## src/rtl/ic_pkg.sv

```systemverilog
package ic_pkg;

  typedef enum logic [1:0] {
    TS_IDLE = 2'd0,
    TS_RUN  = 2'd1,
    TS_TRAP = 2'd2
  } thr_state_e;

endpackage

```

## src/rtl/ic_thread_ctr.sv

```systemverilog
module ic_thread_ctr
  import ic_pkg::*;
#(
  parameter int unsigned W = 20
) (
  input  logic         clk,
  input  logic         rst_n,
  input  logic         start_i,
  input  logic         stop_i,
  input  logic         retire_i,
  input  logic         hold_i,
  input  logic [W-1:0] quantum_i,
  output logic [W-1:0] count_o,
  output logic         running_o,
  output logic         trapped_o
);

  localparam logic [W-1:0] ONE_W = {{(W-1){1'b0}}, 1'b1};

  thr_state_e   st_q, st_d;
  logic [W-1:0] cnt_q, cnt_d;
  logic [W-1:0] cnt_inc;
  logic         cnt_en;
  logic         st_en;
  logic         step_ok;

  assign cnt_inc = cnt_q + ONE_W;
  assign step_ok = (st_q == TS_RUN) && retire_i && !hold_i && !stop_i;

  always_comb begin
    st_d   = st_q;
    cnt_d  = cnt_q;
    cnt_en = 1'b0;
    st_en  = 1'b0;
    if (start_i) begin
      st_d   = TS_RUN;
      cnt_d  = '0;
      cnt_en = 1'b1;
      st_en  = 1'b1;
    end else if (stop_i && (st_q == TS_RUN)) begin
      st_d  = TS_IDLE;
      st_en = 1'b1;
    end else if (step_ok) begin
      cnt_d  = cnt_inc;
      cnt_en = 1'b1;
      if (cnt_inc >= quantum_i) begin
        st_d  = TS_TRAP;
        st_en = 1'b1;
      end
    end
  end

  always_ff @(posedge clk or negedge rst_n) begin
    if (!rst_n) begin
      st_q <= TS_IDLE;
    end else if (st_en) begin
      st_q <= st_d;
    end
  end

  always_ff @(posedge clk or negedge rst_n) begin
    if (!rst_n) begin
      cnt_q <= '0;
    end else if (cnt_en) begin
      cnt_q <= cnt_d;
    end
  end

  assign count_o   = cnt_q;
  assign running_o = (st_q == TS_RUN);
  assign trapped_o = (st_q == TS_TRAP);

endmodule

```

## src/rtl/ic_min_sel.sv

```systemverilog
module ic_min_sel #(
  parameter int unsigned N = 4,
  parameter int unsigned W = 20
) (
  input  logic [N*W-1:0] counts_i,
  input  logic [N-1:0]   valid_i,
  output logic [N-1:0]   min_onehot_o
);

  localparam int unsigned IW = (N > 1) ? $clog2(N) : 1;

  logic [W-1:0]  best_val;
  logic [IW-1:0] best_idx;
  logic          found;

  always_comb begin
    best_val = '0;
    best_idx = '0;
    found    = 1'b0;
    for (int i = 0; i < N; i++) begin
      if (valid_i[i]) begin
        if (!found || (counts_i[i*W +: W] < best_val)) begin
          best_val = counts_i[i*W +: W];
          best_idx = IW'(i);
          found    = 1'b1;
        end
      end
    end
  end

  always_comb begin
    min_onehot_o = '0;
    if (found) begin
      min_onehot_o[best_idx] = 1'b1;
    end
  end

endmodule

```

## src/rtl/ic_sync_arb.sv

```systemverilog
module ic_sync_arb #(
  parameter int unsigned N = 4
) (
  input  logic         clk,
  input  logic         rst_n,
  input  logic [N-1:0] req_i,
  input  logic [N-1:0] min_onehot_i,
  output logic [N-1:0] gnt_o
);

  logic [N-1:0] gnt_q, gnt_d;
  logic         held;
  logic         gnt_en;

  assign held   = |gnt_q;
  assign gnt_en = held || (|(req_i & min_onehot_i));

  always_comb begin
    if (held) begin
      gnt_d = gnt_q & req_i;
    end else begin
      gnt_d = req_i & min_onehot_i;
    end
  end

  always_ff @(posedge clk or negedge rst_n) begin
    if (!rst_n) begin
      gnt_q <= '0;
    end else if (gnt_en) begin
      gnt_q <= gnt_d;
    end
  end

  assign gnt_o = gnt_q;

endmodule

```

## src/rtl/ic_quantum_arb.sv

```systemverilog
module ic_quantum_arb #(
  parameter int unsigned N  = 4,
  parameter int unsigned W  = 20,
  localparam int unsigned SW = (N > 1) ? $clog2(N) : 1
) (
  input  logic           clk,
  input  logic           rst_n,
  input  logic [N-1:0]   retire_i,
  input  logic [N-1:0]   start_i,
  input  logic [N-1:0]   stop_i,
  input  logic [W-1:0]   quantum_i,
  input  logic [N-1:0]   sync_req_i,
  input  logic [SW-1:0]  rd_sel_i,
  output logic [W-1:0]   rd_count_o,
  output logic [N*W-1:0] count_o,
  output logic [N-1:0]   running_o,
  output logic [N-1:0]   trap_o,
  output logic [N-1:0]   sync_gnt_o
);

  logic [N-1:0] gnt;
  logic [N-1:0] hold;
  logic [N-1:0] min_oh;

  assign hold = sync_req_i & ~gnt;

  for (genvar g = 0; g < N; g++) begin : g_thr
    ic_thread_ctr #(.W(W)) ctr_i (
      .clk       (clk),
      .rst_n     (rst_n),
      .start_i   (start_i[g]),
      .stop_i    (stop_i[g]),
      .retire_i  (retire_i[g]),
      .hold_i    (hold[g]),
      .quantum_i (quantum_i),
      .count_o   (count_o[g*W +: W]),
      .running_o (running_o[g]),
      .trapped_o (trap_o[g])
    );
  end

  ic_min_sel #(.N(N), .W(W)) min_i (
    .counts_i     (count_o),
    .valid_i      (running_o),
    .min_onehot_o (min_oh)
  );

  ic_sync_arb #(.N(N)) arb_i (
    .clk          (clk),
    .rst_n        (rst_n),
    .req_i        (sync_req_i),
    .min_onehot_i (min_oh),
    .gnt_o        (gnt)
  );

  always_comb begin
    rd_count_o = '0;
    for (int i = 0; i < N; i++) begin
      if (rd_sel_i == SW'(i)) begin
        rd_count_o = count_o[i*W +: W];
      end
    end
  end

  assign sync_gnt_o = gnt;

endmodule

```

## config.mk

```make
export PLATFORM = sky130hd
export DESIGN_NAME = ic_quantum_arb
export DESIGN_NICKNAME = d
export VERILOG_FILES = /design/src/rtl/ic_pkg.sv /design/src/rtl/ic_thread_ctr.sv /design/src/rtl/ic_min_sel.sv /design/src/rtl/ic_sync_arb.sv /design/src/rtl/ic_quantum_arb.sv
export SDC_FILE = /design/constraint.sdc
export NUM_CORES = 1
export LEC_CHECK = 0
export BUFFER_PORTS_ARGS = -buffer_cell sky130_fd_sc_hd__buf_2
export CORE_MARGIN = 4
export CORE_UTILIZATION = 55
export CTS_CLUSTER_SIZE = 10
export DETAILED_ROUTE_END_ITERATION = 10
export PLACE_DENSITY = 0.78
export SLEW_MARGIN = 20
export SYNTH_ARGS = -nofsm -noshare
export SYNTH_HDL_FRONTEND = slang
export SYNTH_SLANG_ARGS = --single-unit
export TNS_END_PERCENT = 10
```

## constraint.sdc

```tcl
create_clock -name clk -period 9.2 [get_ports clk]
set_input_delay 0.92 -clock clk [delete_from_list [all_inputs] [get_ports clk]]
set_output_delay 0.92 -clock clk [all_outputs]
set_load 0.05 [all_outputs]
```

==> results of run 1 <==
[registers in the layout, summed over array words and instances (netlist names)]
register / flops
g_thr.ctr_i.count_o: 80
g_thr.ctr_i.st_q: 8
arb_i.gnt_o: 4
[critical path: cells and delay by family (launching register included)]
family	cells	cell delay, ns
AOI/OAI and AO/OA	14	3.89
buffers and inverters	3	1.01
muxes	2	0.56
adders and majority gates	3	0.85
DFF	1	0.40
and+or+nand+nor	8	1.46
[final cells by class]
cell class	instances	area (sq um)
Fill cell	1525	6440
Timing Repair Buffer	156	796
Clock buffer	15	268
Tap cell	225	282
Inverter	62	233
Sequential cell	92	2300
Multi-Input combinational cell	912	6890
Clock inverter	1	30.0
[worst max-delay path by stage]
stage,slack (ns),end,from
final,0.91,arb_i.gnt_o[2],g_thr[0].ctr_i.st_q[1]
after global routing,0.23,arb_i.gnt_o[2],g_thr[0].ctr_i.st_q[1]
after CTS,0.99,arb_i.gnt_o[2],g_thr[0].ctr_i.st_q[1]
after detailed placement,1.01,arb_i.gnt_o[2],g_thr[0].ctr_i.st_q[1]
after global placement,1.22,arb_i.gnt_o[2],g_thr[0].ctr_i.st_q[1]
after floorplan,2.20,arb_i.gnt_o[2],g_thr[0].ctr_i.st_q[1]
[synthesized netlist by cell type (3+ instances only)]
| cell | number | share of area, % |
|---|---|---|
| mux2_2 | 7 | 0.82 |
| clkbuf_1 | 31 | 1.2 |
| inv_1 | 61 | 2.4 |
| nand2_1 | 120 | 4.7 |
| nand4_1 | 15 | 0.97 |
| o211ai_1 | 3 | 0.23 |
| xor2_1 | 59 | 5.4 |
| a31oi_1 | 8 | 0.52 |
| a211oi_1 | 11 | 0.86 |
| and4_1 | 7 | 0.64 |
| o21ai_0 | 52 | 2.7 |
| a211o_1 | 3 | 0.27 |
| nor3_1 | 17 | 0.88 |
| a22oi_1 | 7 | 0.54 |
| and3_1 | 12 | 0.78 |
| or2_2 | 3 | 0.19 |
| nor2b_1 | 12 | 0.78 |
| nand2b_1 | 19 | 1.2 |
| and2_1 | 4 | 0.26 |
| or3_1 | 26 | 1.7 |
| a21o_1 | 24 | 1.9 |
| xnor2_1 | 65 | 5.9 |
| mux4_2 | 19 | 4.4 |
| a2111oi_0 | 6 | 0.54 |
| buf_1 | 3 | 0.12 |
| a21oi_1 | 61 | 3.2 |
| nand3_1 | 38 | 2.0 |
| nor2_1 | 91 | 3.5 |
| o21a_1 | 13 | 1.0 |
| buf_2 | 4 | 0.21 |
| buf_4 | 9 | 0.70 |
| nor4_1 | 3 | 0.19 |
| dfrtp_1 | 92 | 24 |
| ha_1 | 141 | 18 |
| o2111ai_1 | 3 | 0.27 |
| mux2i_1 | 24 | 2.5 |
| o41ai_1 | 3 | 0.27 |
[power groups by stage]
stage	logic [mW]	clock network, mW	registers, mW
finish	0.181	0.394	0.426
global route	0.198	0.412	0.426
CTS	0.179	0.398	0.425
detailed placement	0.178	0	0.432
global placement	0.174	0	0.433
floorplan	0.101	0	0.447
[through the flow]
stage / area [sq um] / setup WS [ns] / power [mW] / hold WS [ns]
floorplan: 9650 / 2.20 / 0.548 / 0.479
global placement: 10500 / 1.22 / 0.607 / 0.494
detailed placement: 10500 / 1.01 / 0.611 / 0.504
CTS: 10800 / 0.990 / 1.00 / 0.519
global route: 10800 / 0.231 / 1.04 / 0.533
finish: 10800 / 0.905 / 1.00 / 0.516
[layout by cell type (no fill, tap or decap), drive strengths merged, types with 28 or more instances in the layout]
cell type,n
nand2,120
xnor2,65
a21oi,61
xor2,59
or3,28
o21ai,52
inv,61
nand3,40
nor2,92
buf,156
dfrtp,92
ha,141
[per-layer routing]
metal,up-vias,GRT usage [%],share of wire [%]
met5,-,0,0
met4,0,11.3,2.8
met3,65,6.42,8.8
met2,369,47.1,46
met1,4374,41.3,43
li1,4222,-,-
[cell families (layout without fill, tap and decap cells)]
family	count (synthesis)	in the layout	share of synthesized area [%]
xor+xnor	124	124	11.3
buf+inv	110	234	4.75
flops	92	92	23.9
simple gates	384	384	19.9
mux	51	51	8.02
compound gates	212	212	13.9
fa+ha+maj	141	141	18.3
==> impl_metrics.yaml, run 1 <==
grt:
  antenna_found_initial: 0
  grt_pass1_vias: 8769
  grt_max_degree: 58
  track_usage_pct: 30.2
  grt_remaining_overflow: 0
  grt_pass1_wl_um: 47100
cts:
  htree_levels: 3
  cts-resized-gates: 0
  path_clk_slew_ns: 0.07
  holdBufCountCts: 0
  cts_tree: "built"
  cts_setup_buffers: 0
  cts_made_buffers: 9
  insertion_delay_ns: 0.36
  cts_max_path_buffers: 2
  cts_sinks: 92
  clockRootBuffer: "clkbuf_16"
die:
  core_sq_mm: 0.0172
  die_w_um: 140
  rows: 48
  initial_utilization_pct: 56.0
  die_h_um: 140
  ios: 152
  die_area_sq_mm: 0.0197
critical_path:
  critPathArrivalTime_ns: 8.54
  crit_required_ns: 9.45
  slowest_stage: "clkinv_1"
  crit_path_max_fanout: 26
  r2r_setup_slack_ns: 0.91
  reg2reg_depth: 30
  end_kind: "register"
  r2r_start: "g_thr[0].ctr_i.st_q[1]"
  path_class: "register to register"
  slowest_delay_ns: 0.59
  r2r-end: "arb_i.gnt_o[2]"
  critPathLaunchType: "register"
synthesis:
  synth_cell_types: 66
  netlist_area_sq_mm: 0.00965
  async_reset_ff_share_pct: 100
  synth_nets: 1295
  synth-seq-cells: 92
  ys_warn_count: 0
  synth_edf_count: 0
  ys_seq_area_share_pct: 23.9
  syn_inst: 1114
  ys.flop_type: "dfrtp_1"
  avgSynthCellArea_sq_um: 8.66
placed_design:
  port-buffer-count: 151
  place_inst: 1447
  hpwl_um: 23300
  gp_congestion: 0.968
pwr:
  ir_worst_vdd_v: 0.0000933
  clockPowerShare_pct: 39.4
  power.density_mw_per_mm2: 92.6
  p_sw_mw: 0.305
  intPower_mw: 0.694
  combinationalPowerShare_pct: 18.1
  seqPwrFrac_pct: 42.6
  p_leak_nw: 5.36
  swShare_pct: 30.6
final_layout:
  area_delta_synth_final_pct: 12.0
  drive_gt1_share_pct: 17.0
  fin_nets: 1414
  diodes: 0
  utilization_pct: 62.7
  stdcell_count: 1463
drt:
  drt-initial-drc-count: 684
  wirelength_um: 29700
  dr.pass1.iters: 5
  wl_per_cell_um: 20.3
  drtAntennaViolNets: 0
  vias: 9030
  drc_errors: 0
  vias_per_cell: 6.17
timing:
  rsz0062_at_grt: "no"
  worstMarginPinSlew_ns: 0.900
  hold_viol: 0
  slew_headroom_pct: 38.4
  period_minus_slack_ns: 8.29
  fin_crit_sh_pct: 90.2
  finClkSkew_ns: 0.00740
  setup_violations: 0
  tns_ns: 0
  max_freq_mhz: 121
  maxSlewViolCount: 0
min_path:
  hp-class: "primary input to asynchronous set/reset pin"
flow_run:
  max-cap-violations: 0
run_status:
  status: "finished clean"
Note: power is estimated with default switching activity, not from simulation.
==> run 2: changes to the inputs <==
--- a/config.mk
+++ b/config.mk
@@ -5,6 +5,7 @@
 export SDC_FILE = /design/constraint.sdc
 export NUM_CORES = 1
 export LEC_CHECK = 0
+export ABC_AREA = 1
 export BUFFER_PORTS_ARGS = -buffer_cell sky130_fd_sc_hd__buf_2
 export CORE_MARGIN = 4
 export CORE_UTILIZATION = 55
==> impl_metrics.yaml, run 2 <==
run_status:
  status: "finished clean"
drt:
  vias: 9202
  wl_per_cell_um: 17.4
  drt-initial-drc-count: 881
  drc_errors: 0
  wirelength_um: 27900
  vias_per_cell: 5.72
  dr.pass1.iters: 5
  drtAntennaViolNets: 0
critical_path:
  path_class: "register to register"
  slowest_stage: "nor2_2"
  crit_required_ns: 9.50
  reg2reg_depth: 37
  r2r-end: "arb_i.gnt_o[2]"
  end_kind: "register"
  cp-startpoint: "g_thr[0].ctr_i.st_q[0]"
  critPathLaunchType: "register"
  crit_path_max_fanout: 41
  cpMostUsedCell: "nand2_1"
  slowest_delay_ns: 0.85
  r2r_start: "g_thr[0].ctr_i.st_q[0]"
  critPathArrivalTime_ns: 6.69
  r2r_setup_slack_ns: 2.81
  crit_path_end: "arb_i.gnt_o[2]"
final_layout:
  layout_commonest_cell: "nand2_1"
  fin_nets: 1568
  multi_input_area_sq_mm: 0.00573
  diodes: 0
  fill_cells: 1442
  largest_register_ffs: 80
  area_delta_synth_final_pct: 13.5
  seqCellArea_sq_mm: 0.00230
  layout_common_cells: "nand2_1, inv_1, buf_2, ha_1, dfrtp_1"
  drive_gt1_share_pct: 14.9
timing:
  slew_headroom_pct: 24.0
  tns_ns: 0
  maxSlewViolCount: 0
  rsz0062_at_grt: "no"
  finClkSkew_ns: 0.00769
  hold_viol: 0
  period_minus_slack_ns: 6.39
  fin_crit_sh_pct: 69.5
  setup_violations: 0
  worstMarginPinSlew_ns: 1.14
  setup_ws_ns: 2.81
  max_freq_mhz: 156
synthesis:
  ys_warn_count: 0
  synth_edf_count: 0
  ys_top_cells_by_count: "nand2_1, inv_1, ha_1"
  synth_cell_types: 38
  syn_inst: 1254
  ys_seq_area_share_pct: 25.6
  ys.flop_type: "dfrtp_1"
  netlist_area_sq_mm: 0.00900
  avgSynthCellArea_sq_um: 7.18
  synth_nets: 1435
  synth_area_leaders: "dfrtp_1, ha_1, nand2_1"
  synth-seq-cells: 92
  synth.top_cell.area_share_pct: 25.6
  async_reset_ff_share_pct: 100
  synth_top_cell_by_area: "dfrtp_1"
  yosysMostFrequentCell: "nand2_1"
cts:
  insertion_delay_ns: 0.36
  cts-resized-gates: 0
  cts_max_path_buffers: 2
  cts_made_buffers: 9
  clockRootBuffer: "clkbuf_16"
  cts_sinks: 92
  htree_levels: 3
  cts_setup_buffers: 0
  path_clk_slew_ns: 0.07
  cts_tree: "built"
  holdBufCountCts: 0
die:
  ios: 152
  die_h_um: 136
  initial_utilization_pct: 56.5
  die_w_um: 136
  core_sq_mm: 0.0159
  die_area_sq_mm: 0.0185
  rows: 46
grt:
  track_usage_pct: 30.5
  grt_pass1_vias: 8555
  grt_remaining_overflow: 0
  grt_max_degree: 52
  grt_pass1_wl_um: 44100
  antenna_found_initial: 0
pwr:
  seqPwrFrac_pct: 40.6
  swShare_pct: 33.1
  power.density_mw_per_mm2: 100
  p_sw_mw: 0.338
  p_leak_nw: 5.67
  combinationalPowerShare_pct: 21.2
  clockPowerShare_pct: 38.2
  ir_worst_vdd_v: 0.0000872
  intPower_mw: 0.684
min_path:
  hp-class: "register to register"
flow_run:
  max-cap-violations: 0
placed_design:
  gp_congestion: 0.933
  place_worst_setup_slack_ns: 2.94
  hpwl_um: 22600
  port-buffer-count: 151
[run 2: how the worst min path moves through the flow]
stage                      startpoint                endpoint  slack (ns)  depth (start not counted)
3_5_place_dp           arb_i.gnt_o[1]          arb_i.gnt_o[1]        0.51                          2
6_report       g_thr[3].ctr_i.st_q[1]  g_thr[3].ctr_i.st_q[1]        0.54                          2
5_1_grt        g_thr[3].ctr_i.st_q[1]  g_thr[3].ctr_i.st_q[1]        0.56                          2
4_1_cts                arb_i.gnt_o[1]          arb_i.gnt_o[1]        0.53                          2
3_3_place_gp           arb_i.gnt_o[1]          arb_i.gnt_o[1]        0.52                          2
2_1_floorplan  g_thr[2].ctr_i.st_q[1]  g_thr[2].ctr_i.st_q[1]        0.51                          2
[run 2: critical path, delay by kind of cell (launching register included)]
family	cells	cell delay [ns]
AND/OR/NAND/NOR	27	4.05
adder cells (fa/ha/maj)	3	1.03
AO/OA/AOI/OAI	6	0.79
flip-flops	1	0.37
buffers and inverters	1	0.07
[run 2: area by class of cell]
cell class | count | area share (%)
Multi-Input combinational cell | 911 | 56.1
Clock buffer | 9 | 2.20
Timing Repair Buffer | 156 | 7.79
Sequential cell | 92 | 22.5
Inverter | 217 | 7.97
Clock inverter | 7 | 0.747
Tap cell | 216 | 2.65
[run 2: metal layers]
layer	up-vias	routed length, um	global-route usage, %
met2	412	12700	48.8
met4	0	654	9.91
met3	50	2340	5.07
met5	-	0	0
met1	4240	12200	42.1
li1	4500	-	-
[run 2: cell families (layout without fill, tap and decap cells)]
logic type,Yosys count,after routing,synth area share (%)
flops,92,92,25.6
xor+xnor,55,55,5.35
compound gates,284,284,17.8
buf+inv,251,389,10.8
simple gates,431,431,20.9
fa+ha+maj,141,141,19.6
[run 2: power by group through the flow]
stage          registers [mW]  clock network, mW  logic [mW]
3_3_place_gp            0.422                  0       0.209
2_1_floorplan           0.433                  0       0.139
6_report                0.414              0.391       0.216
4_1_cts                 0.414              0.393       0.214
3_5_place_dp            0.422                  0       0.213
5_1_grt                 0.415              0.410       0.243
[run 2: per-stage QoR]
step                      std cells  power (mW)  hold WS [ns]  instance area, sq um  utilization [%]
after floorplan                1254       0.572         0.511                  9000                -
after global placement         1592       0.630         0.525                  9920             62.2
after detailed placement       1592       0.636         0.513                  9920             62.2
after CTS                      1608        1.02         0.532                 10200             64.1
after global routing           1608        1.07         0.562                 10200             64.1
final                          1608        1.02         0.536                 10200             64.1
